==> config.mk <==
export PLATFORM = sky130hd
export DESIGN_NAME = cfg_spi_regfile
export DESIGN_NICKNAME = d
export VERILOG_FILES = /design/src/rtl/cfg_spi_pkg.sv /design/src/rtl/cfg_spi_sync.sv /design/src/rtl/cfg_spi_frame.sv /design/src/rtl/cfg_spi_regs.sv /design/src/rtl/cfg_spi_regfile.sv
export SDC_FILE = /design/constraint.sdc
export NUM_CORES = 1
export LEC_CHECK = 0
export ABC_AREA = 1
export ABC_CLOCK_PERIOD_IN_PS = 2900
export BUFFER_PORTS_ARGS = -buffer_cell sky130_fd_sc_hd__buf_2
export CELL_PAD_IN_SITES_DETAIL_PLACEMENT = 1
export CELL_PAD_IN_SITES_GLOBAL_PLACEMENT = 2
export CORE_ASPECT_RATIO = 1.1
export CORE_MARGIN = 1
export CORE_UTILIZATION = 36
export DETAILED_ROUTE_END_ITERATION = 7
export GPL_TIMING_DRIVEN = 1
export PLACE_DENSITY = 0.79
export SLEW_MARGIN = 10
export SYNTH_ARGS = -nofsm -noshare
export SYNTH_HDL_FRONTEND = slang
export SYNTH_SLANG_ARGS = --single-unit
==> constraint.sdc <==
create_clock -name clk -period 2.9 [get_ports clk]
set_clock_uncertainty 0.05 [all_clocks]
set_input_delay 0.58 -clock clk [delete_from_list [all_inputs] [get_ports clk]]
set_output_delay 0.58 -clock clk [all_outputs]
set_load 0.005 [all_outputs]
==> src/rtl/cfg_spi_pkg.sv <==
package cfg_spi_pkg;
    localparam int FRAME_W  = 16;
    localparam int ADDR_W   = 4;
    localparam int CODE_A_W = 4;
    localparam int CODE_B_W = 6;
    localparam int DATA_W   = CODE_A_W + CODE_B_W;
    localparam int NUM_REGS = 2;
    localparam int RESP_W   = DATA_W + 1;
    localparam int CNT_W    = $clog2(FRAME_W) + 1;
    localparam int ADDR_LSB = FRAME_W - ADDR_W;
    localparam int WR_POS   = ADDR_LSB - 1;
    localparam int DATA_LSB = 1;

    localparam logic [DATA_W-1:0] CFG0_RST = {4'b1111, 6'b100000};
    localparam logic [DATA_W-1:0] CFG1_RST = {4'b1001, 6'b011000};

    typedef enum logic [1:0] {
        ST_IDLE,
        ST_SHIFT,
        ST_COMMIT
    } frame_state_t;
endpackage

==> src/rtl/cfg_spi_sync.sv <==
module cfg_spi_sync #(
    parameter int STAGES = 2,
    parameter int WIDTH = 3,
    parameter logic [WIDTH-1:0] RST_VAL = '0
) (
    input  logic             clk,
    input  logic             rst,
    input  logic [WIDTH-1:0] d,
    output logic [WIDTH-1:0] q
);
    logic [STAGES-1:0][WIDTH-1:0] chain;

    always_ff @(posedge clk or posedge rst) begin
        if (rst) begin
            chain <= {STAGES{RST_VAL}};
        end else begin
            chain[0] <= d;
            for (int s = 1; s < STAGES; s++) begin
                chain[s] <= chain[s-1];
            end
        end
    end

    assign q = chain[STAGES-1];
endmodule

==> src/rtl/cfg_spi_frame.sv <==
module cfg_spi_frame
    import cfg_spi_pkg::*;
(
    input  logic               clk,
    input  logic               rst,
    input  logic               sclk_s,
    input  logic               cs_n_s,
    input  logic               sdi_s,
    input  logic [RESP_W-1:0]  resp_bits,
    output logic [ADDR_W-1:0]  peek_addr,
    output logic               sdo,
    output logic               frame_done,
    output logic               len_ok,
    output logic [FRAME_W-1:0] frame_word,
    output logic               idle
);
    localparam int LOAD_AT = ADDR_W - 1;
    localparam int TX_SKEW = ADDR_W - 1;
    localparam int PAD     = FRAME_W - (RESP_W + 1) - TX_SKEW;
    localparam logic [CNT_W-1:0] CNT_MAX = '1;

    frame_state_t state, state_nxt;
    logic [CNT_W-1:0]   cnt;
    logic [FRAME_W-1:0] rx;
    logic [FRAME_W-1:0] tx;
    logic               sclk_q;
    logic               rise, fall;
    logic [FRAME_W-1:0] tx_load;

    assign rise = sclk_s & ~sclk_q;
    assign fall = ~sclk_s & sclk_q;

    // Address is complete at the rising edge that brings in its last bit.
    assign peek_addr = {rx[ADDR_W-2:0], sdi_s};

    // The response is placed so that the next falling edge shows bit 11.
    assign tx_load = {{PAD{1'b0}}, resp_bits, ~^resp_bits, {TX_SKEW{1'b0}}};

    always_ff @(posedge clk or posedge rst) begin
        if (rst) begin
            state <= ST_IDLE;
        end else begin
            state <= state_nxt;
        end
    end

    always_comb begin
        state_nxt = state;
        unique case (state)
            ST_IDLE:   if (!cs_n_s) state_nxt = ST_SHIFT;
            ST_SHIFT:  if (cs_n_s) state_nxt = ST_COMMIT;
            ST_COMMIT: state_nxt = ST_IDLE;
            default:   state_nxt = ST_IDLE;
        endcase
    end

    always_ff @(posedge clk or posedge rst) begin
        if (rst) begin
            cnt    <= '0;
            rx     <= '0;
            tx     <= '0;
            sclk_q <= 1'b0;
        end else begin
            sclk_q <= sclk_s;
            unique case (state)
                ST_IDLE: begin
                    cnt <= '0;
                    rx  <= '0;
                    tx  <= '0;
                end
                ST_SHIFT: begin
                    if (!cs_n_s) begin
                        if (rise) begin
                            rx <= {rx[FRAME_W-2:0], sdi_s};
                            if (cnt != CNT_MAX) cnt <= cnt + 1'b1;
                            if (cnt == CNT_W'(LOAD_AT)) tx <= tx_load;
                        end else if (fall) begin
                            tx <= {tx[FRAME_W-2:0], 1'b0};
                        end
                    end
                end
                ST_COMMIT: begin
                    tx <= '0;
                end
                default: begin
                    tx <= '0;
                end
            endcase
        end
    end

    assign sdo        = tx[FRAME_W-1];
    assign frame_done = (state == ST_COMMIT);
    assign len_ok     = (cnt == CNT_W'(FRAME_W));
    assign frame_word = rx;
    assign idle       = (state == ST_IDLE);
endmodule

==> src/rtl/cfg_spi_regs.sv <==
module cfg_spi_regs
    import cfg_spi_pkg::*;
(
    input  logic               clk,
    input  logic               rst,
    input  logic               commit,
    input  logic               len_ok,
    input  logic [FRAME_W-1:0] word,
    input  logic [ADDR_W-1:0]  rd_addr,
    output logic [RESP_W-1:0]  resp_bits,
    output logic [DATA_W-1:0]  cfg0,
    output logic [DATA_W-1:0]  cfg1,
    output logic               par_err
);
    logic [NUM_REGS-1:0][DATA_W-1:0] bank;
    logic [DATA_W-1:0] rd_data;
    logic              parity_ok, accept, reject, wr;
    logic [ADDR_W-1:0] wr_addr;
    logic [DATA_W-1:0] wr_data;

    function automatic logic [DATA_W-1:0] reset_value(int idx);
        return (idx == 0) ? CFG0_RST : CFG1_RST;
    endfunction

    assign parity_ok = ^word;
    assign accept    = commit & len_ok & parity_ok;
    assign reject    = commit & len_ok & ~parity_ok;
    assign wr        = word[WR_POS];
    assign wr_addr   = word[FRAME_W-1:ADDR_LSB];
    assign wr_data   = word[WR_POS-1:DATA_LSB];

    always_ff @(posedge clk or posedge rst) begin
        if (rst) begin
            for (int r = 0; r < NUM_REGS; r++) bank[r] <= reset_value(r);
            par_err <= 1'b0;
        end else begin
            if (accept) begin
                par_err <= 1'b0;
                if (wr) begin
                    for (int r = 0; r < NUM_REGS; r++) begin
                        if (wr_addr == ADDR_W'(r)) bank[r] <= wr_data;
                    end
                end
            end else if (reject) begin
                par_err <= 1'b1;
            end
        end
    end

    always_comb begin
        rd_data = '0;
        for (int r = 0; r < NUM_REGS; r++) begin
            if (rd_addr == ADDR_W'(r)) rd_data = bank[r];
        end
    end

    assign resp_bits = {par_err, rd_data};
    assign cfg0      = bank[0];
    assign cfg1      = bank[1];
endmodule

==> src/rtl/cfg_spi_regfile.sv <==
module cfg_spi_regfile
    import cfg_spi_pkg::*;
#(
    parameter int SYNC_STAGES = 2
) (
    input  logic       clk,
    input  logic       rst,
    input  logic       spi_sclk,
    input  logic       spi_cs_n,
    input  logic       spi_mosi,
    output logic       spi_miso,
    output logic [3:0] ocp_time_code,
    output logic [5:0] dead_code,
    output logic [3:0] ocp_thresh_code,
    output logic [5:0] ls_vds_code,
    output logic       parity_err
);
    logic [2:0]         pins_s;
    logic [RESP_W-1:0]  resp_bits;
    logic [ADDR_W-1:0]  peek_addr;
    logic               frame_done, len_ok, idle;
    logic [FRAME_W-1:0] frame_word;
    logic [DATA_W-1:0]  cfg0_q, cfg1_q;

    cfg_spi_sync #(
        .STAGES (SYNC_STAGES),
        .WIDTH  (3),
        .RST_VAL(3'b010)
    ) u_sync (
        .clk(clk),
        .rst(rst),
        .d  ({spi_sclk, spi_cs_n, spi_mosi}),
        .q  (pins_s)
    );

    cfg_spi_frame u_frame (
        .clk       (clk),
        .rst       (rst),
        .sclk_s    (pins_s[2]),
        .cs_n_s    (pins_s[1]),
        .sdi_s     (pins_s[0]),
        .resp_bits (resp_bits),
        .peek_addr (peek_addr),
        .sdo       (spi_miso),
        .frame_done(frame_done),
        .len_ok    (len_ok),
        .frame_word(frame_word),
        .idle      (idle)
    );

    cfg_spi_regs u_regs (
        .clk      (clk),
        .rst      (rst),
        .commit   (frame_done),
        .len_ok   (len_ok),
        .word     (frame_word),
        .rd_addr  (peek_addr),
        .resp_bits(resp_bits),
        .cfg0     (cfg0_q),
        .cfg1     (cfg1_q),
        .par_err  (parity_err)
    );

    assign ocp_time_code   = cfg0_q[DATA_W-1:CODE_B_W];
    assign dead_code       = cfg0_q[CODE_B_W-1:0];
    assign ocp_thresh_code = cfg1_q[DATA_W-1:CODE_B_W];
    assign ls_vds_code     = cfg1_q[CODE_B_W-1:0];
endmodule

* After elaboration in Yosys (flattened, before gate mapping)
Cells that the tools add are included.
** Word-level totals
- Word-level logic and storage cells :: 65
- Flip-flop bits (word level) :: 67
- Output and inout port bits :: 22
** Cells by class
- Reduce and logical (&&, ||, !) cells :: 13
- Equality and inequality tests :: 14
- Multiplexer cells :: 19
- Add/sub/neg operators :: 1
- Bitwise gates (word level) :: 8
** Operator list (number)
- $mux 16 :: 7
- $pmux 16 s2 :: 1
- $mux 10 :: 2
- $reduce_xor 16->1 :: 1
- $mux 5 :: 3
- $reduce_and 3->1 :: 4
- $reduce_xnor 11->1 :: 1
- $pmux 5 s2 :: 1
- $eq 4x1->1 const B :: 2
- $logic_not 4->1 :: 2
- $ne 2x2->1 const B :: 3
- $add 5x1->5 const B :: 1
- $and 1x1->1 :: 5
- $eq 5x2->1 const B :: 1
- $eq 5x5->1 const B :: 1
- $ne 5x5->1 const B :: 1
- $mux 2 :: 2
- $ne 2x1->1 const B :: 2
- $pmux 2 s2 :: 1
- $reduce_and 4->1 :: 1
- $reduce_bool 2->1 :: 2
- $ne 3x1->1 const B :: 1
- $ne 3x3->1 const B :: 1
- $not 1->1 :: 3
- other kinds (5) :: 6

* Logic depth before layout (Yosys ltp)
Gate-level depths: netlist (run 1).
- Word-level depth :: 8
- Depth in mapped cells :: 15

* Hierarchy
Synthesis (run 1) repeated with hierarchy kept, for this count alone.
** Second synthesis, totals
- Cell total of the unflattened synthesis :: 470
- Area, all modules :: 3604.7 um^2
** Modules (own cells, without submodules)
- cfg_spi_frame :: instances 1, area an instance 1993.2 um^2, cells an instance 240
- cfg_spi_regs :: instances 1, area an instance 1432.6 um^2, cells an instance 220
- cfg_spi_sync :: instances 1, area an instance 178.9 um^2, cells an instance 10

* Least setup slack after synthesis (run 1)
Ideal clock, no wire load.
- Path kind :: flip-flop to flip-flop
- Start :: register u_frame.rx[12], in the netlist u_frame.frame_word[12]
- End :: register u_regs.bank, in the netlist u_regs.cfg0[0]
- Arrival :: 1.540 ns
- Setup slack :: 1.193 ns
- Stages on the path, launching flop included :: 11
- Required time :: 2.733 ns
- Library setup time :: 0.117 ns
- Path through :: dfrtp_1 inv_1 ha_1 xnor2_1 inv_1 xor2_1 nand2_1 nand2_4 buf_6 nand4_1 nand2_1
** Between the ends
- Word-level cells in the longest chain between the ends :: 3
- Elaborated cells on any way between the ends :: 4
- Classes of those cells :: bitwise (1); reduce/logical (3)
** RTL lines
- start: declaration :: line cfg_spi_frame.sv:24 : logic [FRAME_W-1:0] rx;
- start signal: assignment :: line cfg_spi_frame.sv:74 : rx <= {rx[FRAME_W-2:0], sdi_s};
- $reduce_xor 16->1 :: line cfg_spi_regs.sv:25 : assign parity_ok = ^word;
- $and 1x1->1 :: line cfg_spi_regs.sv:26 : assign accept = commit & len_ok & parity_ok;
- $reduce_and 3->1 (no line) (*)
- end signal: indexed assignment :: line cfg_spi_regs.sv:41 : if (wr_addr == ADDR_W'(r)) bank[r] <= wr_data;
- end: declaration :: line cfg_spi_regs.sv:15 : logic [NUM_REGS-1:0][DATA_W-1:0] bank;
Mark *: on every way between the ends. The rest lies on a longest branch, timed or not.
A chain may end at the register's enable or synchronous reset.

* Final worst setup path (run 1)
- Start :: register u_frame.rx[12], in the netlist u_frame.frame_word[12]
- End :: register u_regs.bank, in the netlist u_regs.cfg1[8]
The elaborated chain is that of the path after synthesis.

==> results of run 1 <==
==> layout make-up <==
cell class                 count  area [um2]  share of cell area (%)
clock inverter                 7       103.9                   2.769
timing repair buffer          33       195.2                   5.205
clock buffer                   9       123.9                   3.303
tap                          114       142.6                   3.804
inverter                      51       191.4                   5.105
multi-input combinational    263        1378                   36.74
sequential                    64        1615                   43.08
==> cell usage after synthesis, drive strengths merged <==
cell type / n
a21oi: 5
a31oi: 1
buf: 4
clkbuf: 9
dfrtp: 53
dfstp: 11
ha: 6
inv: 51
mux2i: 2
nand2: 114
nand3: 37
nand4: 20
nor2: 17
nor3: 3
nor3b: 1
o21a: 1
o21ai: 27
o22ai: 16
xnor2: 10
xor2: 3
==> logic make-up after synthesis <==
group,Yosys count,synth area share [%]
buf+inv,64,8.282
fa+ha+maj,6,2.301
simple gates,192,26.96
flops,64,49.50
xor+xnor,13,3.720
mux,2,0.6135
compound gates,50,8.628
==> routing by layer <==
layer	wire length (um)	global-route usage [%]	part of all wire, %
met3	160	4.018	2.0
met1	3748	23.92	46
met4	115	7.811	1.4
met2	4052	32.18	50
met5	0	0	0
==> sequential cells by signal, summed over array words and instances, names as in the netlist <==
signal and flops:
u_regs.cfg1 10, u_sync.q 3, u_frame.frame_word 16, u_regs.par_err 1, u_frame.cnt 5, u_frame.state 2
u_regs.cfg0 10, u_sync.chain 3, u_frame.sclk_q 1, u_frame.tx 13
==> worst paths after layout <==
path                                              endpoint  slack (ns)
worst max-delay path            u_regs.cfg1[8]$_DFFE_PP0P_        0.85
worst min-delay path            u_regs.cfg1[0]$_DFFE_PP0P_        0.24
worst max register to register  u_regs.cfg1[8]$_DFFE_PP0P_        0.85
worst min register to register       u_sync.q[2]$_DFF_PP0_        0.30
max in group asynchronous       u_regs.par_err$_DFFE_PP0P_        1.93
min in group clk                 u_sync.chain[0]$_DFF_PP0_        0.28
==> power groups by stage <==
| stage | Combinational, mW | Clock (mW) | Sequential (mW) |
|---|---|---|---|
| final | 0.119 | 0.886 | 0.928 |
| after global routing | 0.136 | 0.954 | 0.931 |
| after CTS | 0.123 | 0.920 | 0.929 |
| after detailed placement | 0.122 | 0 | 0.945 |
| after global placement | 0.119 | 0 | 0.945 |
| after floorplan | 0.0892 | 0 | 0.941 |
==> metrics.yaml, run 1 <==
worst_hold_path:
  hold_path_class: "in -> async"
power_and_ir_drop:
  p_sw_mw: 0.4935
  internal_power_mw: 1.440
  seqPwrFrac_pct: 48.0
  power_density_mw_per_mm2: 515.7
  power_mw: 1.934
  peakVddDrop_mv: 0.2605
  p_leak_nw: 1.857
  sw_frac_of_total_pct: 25.52
  comb_power_share_pct: 6.2
  power_frac_clock_pct: 45.8
worst_setup_path:
  cp-end-kind: "flip-flop"
  timing.critical_path.mode_cell: "nand2_1"
  reg2reg_from: "u_frame.frame_word[12]$_DFFE_PP0P_"
  cp.arrival_ns: 2.25
  cp-startpoint: "u_frame.frame_word[12]$_DFFE_PP0P_"
  critPathSlowestCell: "dfrtp_1"
  cpPeakStageDelay_ns: 0.36
  critical_path.cell_chain: "inv_1, ha_1, xnor2_1, inv_1, xor2_1, nand2_1, nand2_4, nand3_4, nand2_1, nand2_1"
  required_ns: 3.09
  cp_max_fo: 22
  reg2regPathDepth: 10
  path_class: "reg -> reg"
  cp_num_cells: 10
  path_buf_inv: 2
  cp_top_family: "simple AND/OR/NAND/NOR gates"
  cp-start-kind: "flip-flop"
clock_tree:
  cts_buffers: 9
  cts-root-buf: "clkbuf_8"
  post_cts_buffers: 0
  cts_sinks: 64
  clock_latency_ns: 0.35
  cts_tree: "built"
  cts_max_level: 3
  ctsResizeCount: 0
  clockBufferDepth: 2
  cts.clk_slew.worst_paths_ns: 0.08
  hold_buffers: 0
yosys:
  synth_top_area_share_pct: 40.64
  syn_nets: 402
  yosys_warnings: 0
  synth_top_cell_by_area: "dfrtp_1"
  syn_avg_cell_area_um2: 8.346
  synth_area_leaders: "dfrtp_1 (41%), nand2_1 (13%), dfstp_2 (8.9%), inv_1 (5.5%), nand3_1 (5.2%)"
  ys_types: 32
  ys_seq_elements: 64
  synth_seq_area_share_pct: 49.50
  syn_inst: 391
  synth.cell_area_mm2: 0.003263
layout:
  drive_gt1_share_pct: 18.03
  final_common_cell: "nand2_1"
  stdcell_area_mm2: 0.003750
  fin_cells: 541
  final_cell_mix: "nand2_1 (113), dfrtp_1 (53), inv_1 (47)"
  layout.nets: 433
  postLayoutCoreUtil_pct: 42.47
  area_delta_synth_final_pct: 14.92
  diodes: 0
  fill_cells: 1111
run_status:
  outcome: "completed"
route:
  postRouteAntennaNets: 0
  first_pass_iters: 4
  viasPerCell: 4.991
  drcViolationCount: 0
  drt_iter0_markers: 144
  vias: 2700
  wirelength_mm: 8.078
  wl_per_cell_um: 14.93
global_route:
  track_usage_pct: 19.08
  grt_pass1_wl_mm: 13.63
  grt_pass1_vias: 2735
  antenna_found_initial: 0
  grt-ovfl-total: 0
  grt_start_max_net_pins: 27
die:
  io_pins: 27
  die_area_mm2: 0.009450
  die_w_um: 92.78
  dieHeight_um: 101.9
  coreArea_mm2: 0.008828
  row_count: 36
  start_util_pct: 36.96
sta:
  finalSetupTns_ns: 0
  tightestPinTransition_ns: 0.7111
  drv_slew: 0
  rsz0062_at_grt: "false"
  layout_min_cycle_time_ns: 2.053
  hold_slack_ns: 0.2353
  setup_slack_ns: 0.8466
  period_share_pct: 70.81
  hold_violations: 0
  maxSlewHeadroom_pct: 52.46
  fmax_ghz: 0.4870
  setup_viol: 0
place:
  dp.cells: 525
  dp_hpwl_mm: 6.043
  place_ws_ns: 0.8215
  place_area_mm2: 0.003522
  place.gp.congestion: 0.7721
  io_buffers: 26
job:
  drv_cap: 0
(Power assumes the default switching activity.)
==> run 2: changes to the inputs <==
--- a/config.mk
+++ b/config.mk
@@ -6,16 +6,16 @@
 export NUM_CORES = 1
 export LEC_CHECK = 0
 export ABC_AREA = 1
-export ABC_CLOCK_PERIOD_IN_PS = 2900
+export ABC_CLOCK_PERIOD_IN_PS = 1700
 export BUFFER_PORTS_ARGS = -buffer_cell sky130_fd_sc_hd__buf_2
 export CELL_PAD_IN_SITES_DETAIL_PLACEMENT = 1
 export CELL_PAD_IN_SITES_GLOBAL_PLACEMENT = 2
 export CORE_ASPECT_RATIO = 1.1
 export CORE_MARGIN = 1
-export CORE_UTILIZATION = 36
+export CORE_UTILIZATION = 32
 export DETAILED_ROUTE_END_ITERATION = 7
 export GPL_TIMING_DRIVEN = 1
-export PLACE_DENSITY = 0.79
+export PLACE_DENSITY = 0.74
 export SLEW_MARGIN = 10
 export SYNTH_ARGS = -nofsm -noshare
 export SYNTH_HDL_FRONTEND = slang
==> constraint.sdc (replaced) <==
create_clock -name clk -period 1.7 [get_ports clk]
set_clock_uncertainty 0.05 [all_clocks]
set_input_delay 0.34 -clock clk [delete_from_list [all_inputs] [get_ports clk]]
set_output_delay 0.34 -clock clk [all_outputs]
set_load 0.005 [all_outputs]
==> metrics.yaml, run 2 (synthesis gave the netlist of run 1 again) <==
sta:
  layout_min_cycle_time_ns: 1.882  # -0.1717 ns
  period_share_pct: 110.7  # +40 points
  hold_violations: 0  # unchanged
  setup_viol: 22  # +22
  tightestPinTransition_ns: 0.3805  # -0.3306 ns
  drv_slew: 0  # unchanged
  maxSlewHeadroom_pct: 74.63  # +22 points
  rsz0062_at_grt: "true"
  hold_slack_ns: 0.03670  # -0.1986 ns
  finalSetupTns_ns: -2.855  # -2.855 ns
  setup_slack_ns: -0.1817  # -1.028 ns
  fmax_ghz: 0.5314  # +9.1%
layout:
  layout.nets: 481  # +11%
  drive_gt1_share_pct: 32.63  # +15 points
  multiInputGateArea_mm2: 0.001523  # +11%
  fin_cells: 595  # +10%
  fill_cells: 1165  # +4.9%
  register_area_mm2: 0.001618  # +0.15%
  final_common_cell: "nand2_1"
  largest_reg_flops: 16  # unchanged
  area_delta_synth_final_pct: 34.05
  postLayoutCoreUtil_pct: 44.23  # +1.8 points
  diodes: 0  # unchanged
  stdcell_area_mm2: 0.004374  # +17%
  final_cell_mix: "nand2_1 (107), dfrtp_1 (51), buf_4 (42)"
power_and_ir_drop:
  comb_power_share_pct: 7.5  # +1.3 points
  p_sw_mw: 0.8626  # +75%
  power_frac_clock_pct: 47.7  # +1.9 points
  sw_frac_of_total_pct: 24.35  # -1.2 points
  peakVddDrop_mv: 0.3559  # +37%
  internal_power_mw: 2.680  # +86%
  power_mw: 3.543  # +83%
  seqPwrFrac_pct: 44.8  # -3.2 points
  power_density_mw_per_mm2: 809.9  # +57%
  p_leak_nw: 2.130  # +15%
worst_setup_path:
  critPathSlowestCell: "dfrtp_2"
  cp_max_fo: 14  # -36%
  cp.arrival_ns: 2.11  # -0.14 ns
  critical_path.cell_chain: "nor2_4, nor2_2, xnor2_2, xor2_1, nand2_1, nand2_4, buf_12, nand4_1, nand2_1"
  cp-end-kind: "flip-flop"
  reg2regPathDepth: 9  # -1
  r2r_setup_slack_ns: -0.18  # -1.03 ns
  cpPeakStageDelay_ns: 0.44  # +0.08 ns
  timing.critical_path.mode_cell: "nand2_1"
  path_class: "reg -> reg"
  required_ns: 1.93  # -1.16 ns
  cp-start-kind: "flip-flop"
die:
  start_util_pct: 33.00  # -4.0 points
  coreArea_mm2: 0.009889  # +12%
  row_count: 38  # +5.6%
  io_pins: 27  # unchanged
  die_area_mm2: 0.01061  # +12%
  die_w_um: 98.28  # +5.9%
  dieHeight_um: 107.9  # +5.9%
clock_tree:
  cts.clk_slew.worst_paths_ns: 0.08  # about the same
  cts_buffers: 9  # unchanged
  clockBufferDepth: 2  # unchanged
  clock_latency_ns: 0.34  # about the same
  cts_sinks: 64  # unchanged
  cts_tree: "built"
  cts_max_level: 3  # unchanged
  cts-root-buf: "clkbuf_8"
place:
  io_buffers: 26  # unchanged
  dp_hpwl_mm: 5.984  # -0.97%
  place_ws_ns: -0.2342  # -1.056 ns
  place_area_mm2: 0.003891  # +10%
  place.gp.congestion: 0.7765  # +0.57%
  dp.cells: 567  # +8.0%
global_route:
  grt_pass1_vias: 2946  # +7.7%
  grt-ovfl-total: 0  # unchanged
  grt_start_max_net_pins: 65  # +140%
  track_usage_pct: 17.22  # -1.9 points
  antenna_found_initial: 0  # unchanged
  grt_pass1_wl_mm: 14.41  # +5.7%
run_status:
  failed_checks: "negative setup slack"
  outcome: "finished with violations"
route:
  viasPerCell: 4.731  # -5.2%
  vias: 2815  # +4.3%
  drt_iter0_markers: 94  # -35%
  first_pass_iters: 6  # +2
  postRouteAntennaNets: 0  # unchanged
  drcViolationCount: 0  # unchanged
  wirelength_mm: 8.373  # +3.7%
  wl_per_cell_um: 14.07  # -5.8%
worst_hold_path:
  hold_path_class: "in -> async"
job:
  drv_cap: 0  # unchanged
[run 2: changes by cell type in the layout (fill, tap and decap cells not counted), sizes merged]
cell / delta
buf: +47
clkinv: -2
clkinvlp: +2
inv: -2
bufinv: +1
clkbuf: +1
nand3: +1
[run 2: timing repair]
action                     4_1_cts  5_1_grt
gates cloned                     2        2
setup endpoints to repair       22       42
buffers inserted                 2        6
pin swaps                        9       11
resized for setup                8       38
hold buffers                     0        0
[run 2: final timing paths]
kind	to	from
setup / recovery	u_regs.cfg0[2]$_DFFE_PP0P_	u_frame.frame_word[2]$_DFFE_PP0P_
hold / removal	u_frame.cnt[0]$_DFFE_PP0P_	rst
setup reg to reg	u_regs.cfg0[2]$_DFFE_PP0P_	u_frame.frame_word[2]$_DFFE_PP0P_
hold reg to reg	u_sync.q[0]$_DFF_PP0_	u_sync.chain[0]$_DFF_PP0_
max in group asynchronous	u_sync.q[1]$_DFF_PP1_	rst
min in group clk	u_sync.chain[1]$_DFF_PP1_	spi_cs_n
[run 2: critical path, delay by kind of cell, from the launching register on]
kind | cells | cell delay, ns
xor gates and xnor gates | 2 | 0.37
buffers and inverters | 1 | 0.15
DFF | 1 | 0.44
and+or+nand+nor | 6 | 0.81
[run 2: final cells by class]
| cell class | instances | share of cell area [%] |
|---|---|---|
| clock inverters | 6 | 2.632 |
| inverters | 51 | 4.462 |
| flip-flops and latches | 64 | 36.99 |
| repair buffers | 80 | 14.53 |
| multi-input cells | 264 | 34.81 |
| clock buffers | 10 | 3.146 |
| well taps | 120 | 3.432 |
[run 2: power groups by stage]
| stage | sequential [mW] | clock (mW) | combinational [mW] |
|---|---|---|---|
| floorplan | 1.61 | 0 | 0.152 |
| global placement | 1.61 | 0 | 0.238 |
| detailed placement | 1.61 | 0 | 0.243 |
| CTS | 1.58 | 1.74 | 0.248 |
| global route | 1.59 | 1.80 | 0.301 |
| finish | 1.59 | 1.69 | 0.266 |
[run 2: layer usage]
layer,track usage [%],up-vias,wire length [um]
met4,5.864,0,135
li1,-,1438,-
met5,0,-,0
met1,22.86,1341,4093
met2,28.77,23,4040
met3,2.597,13,103
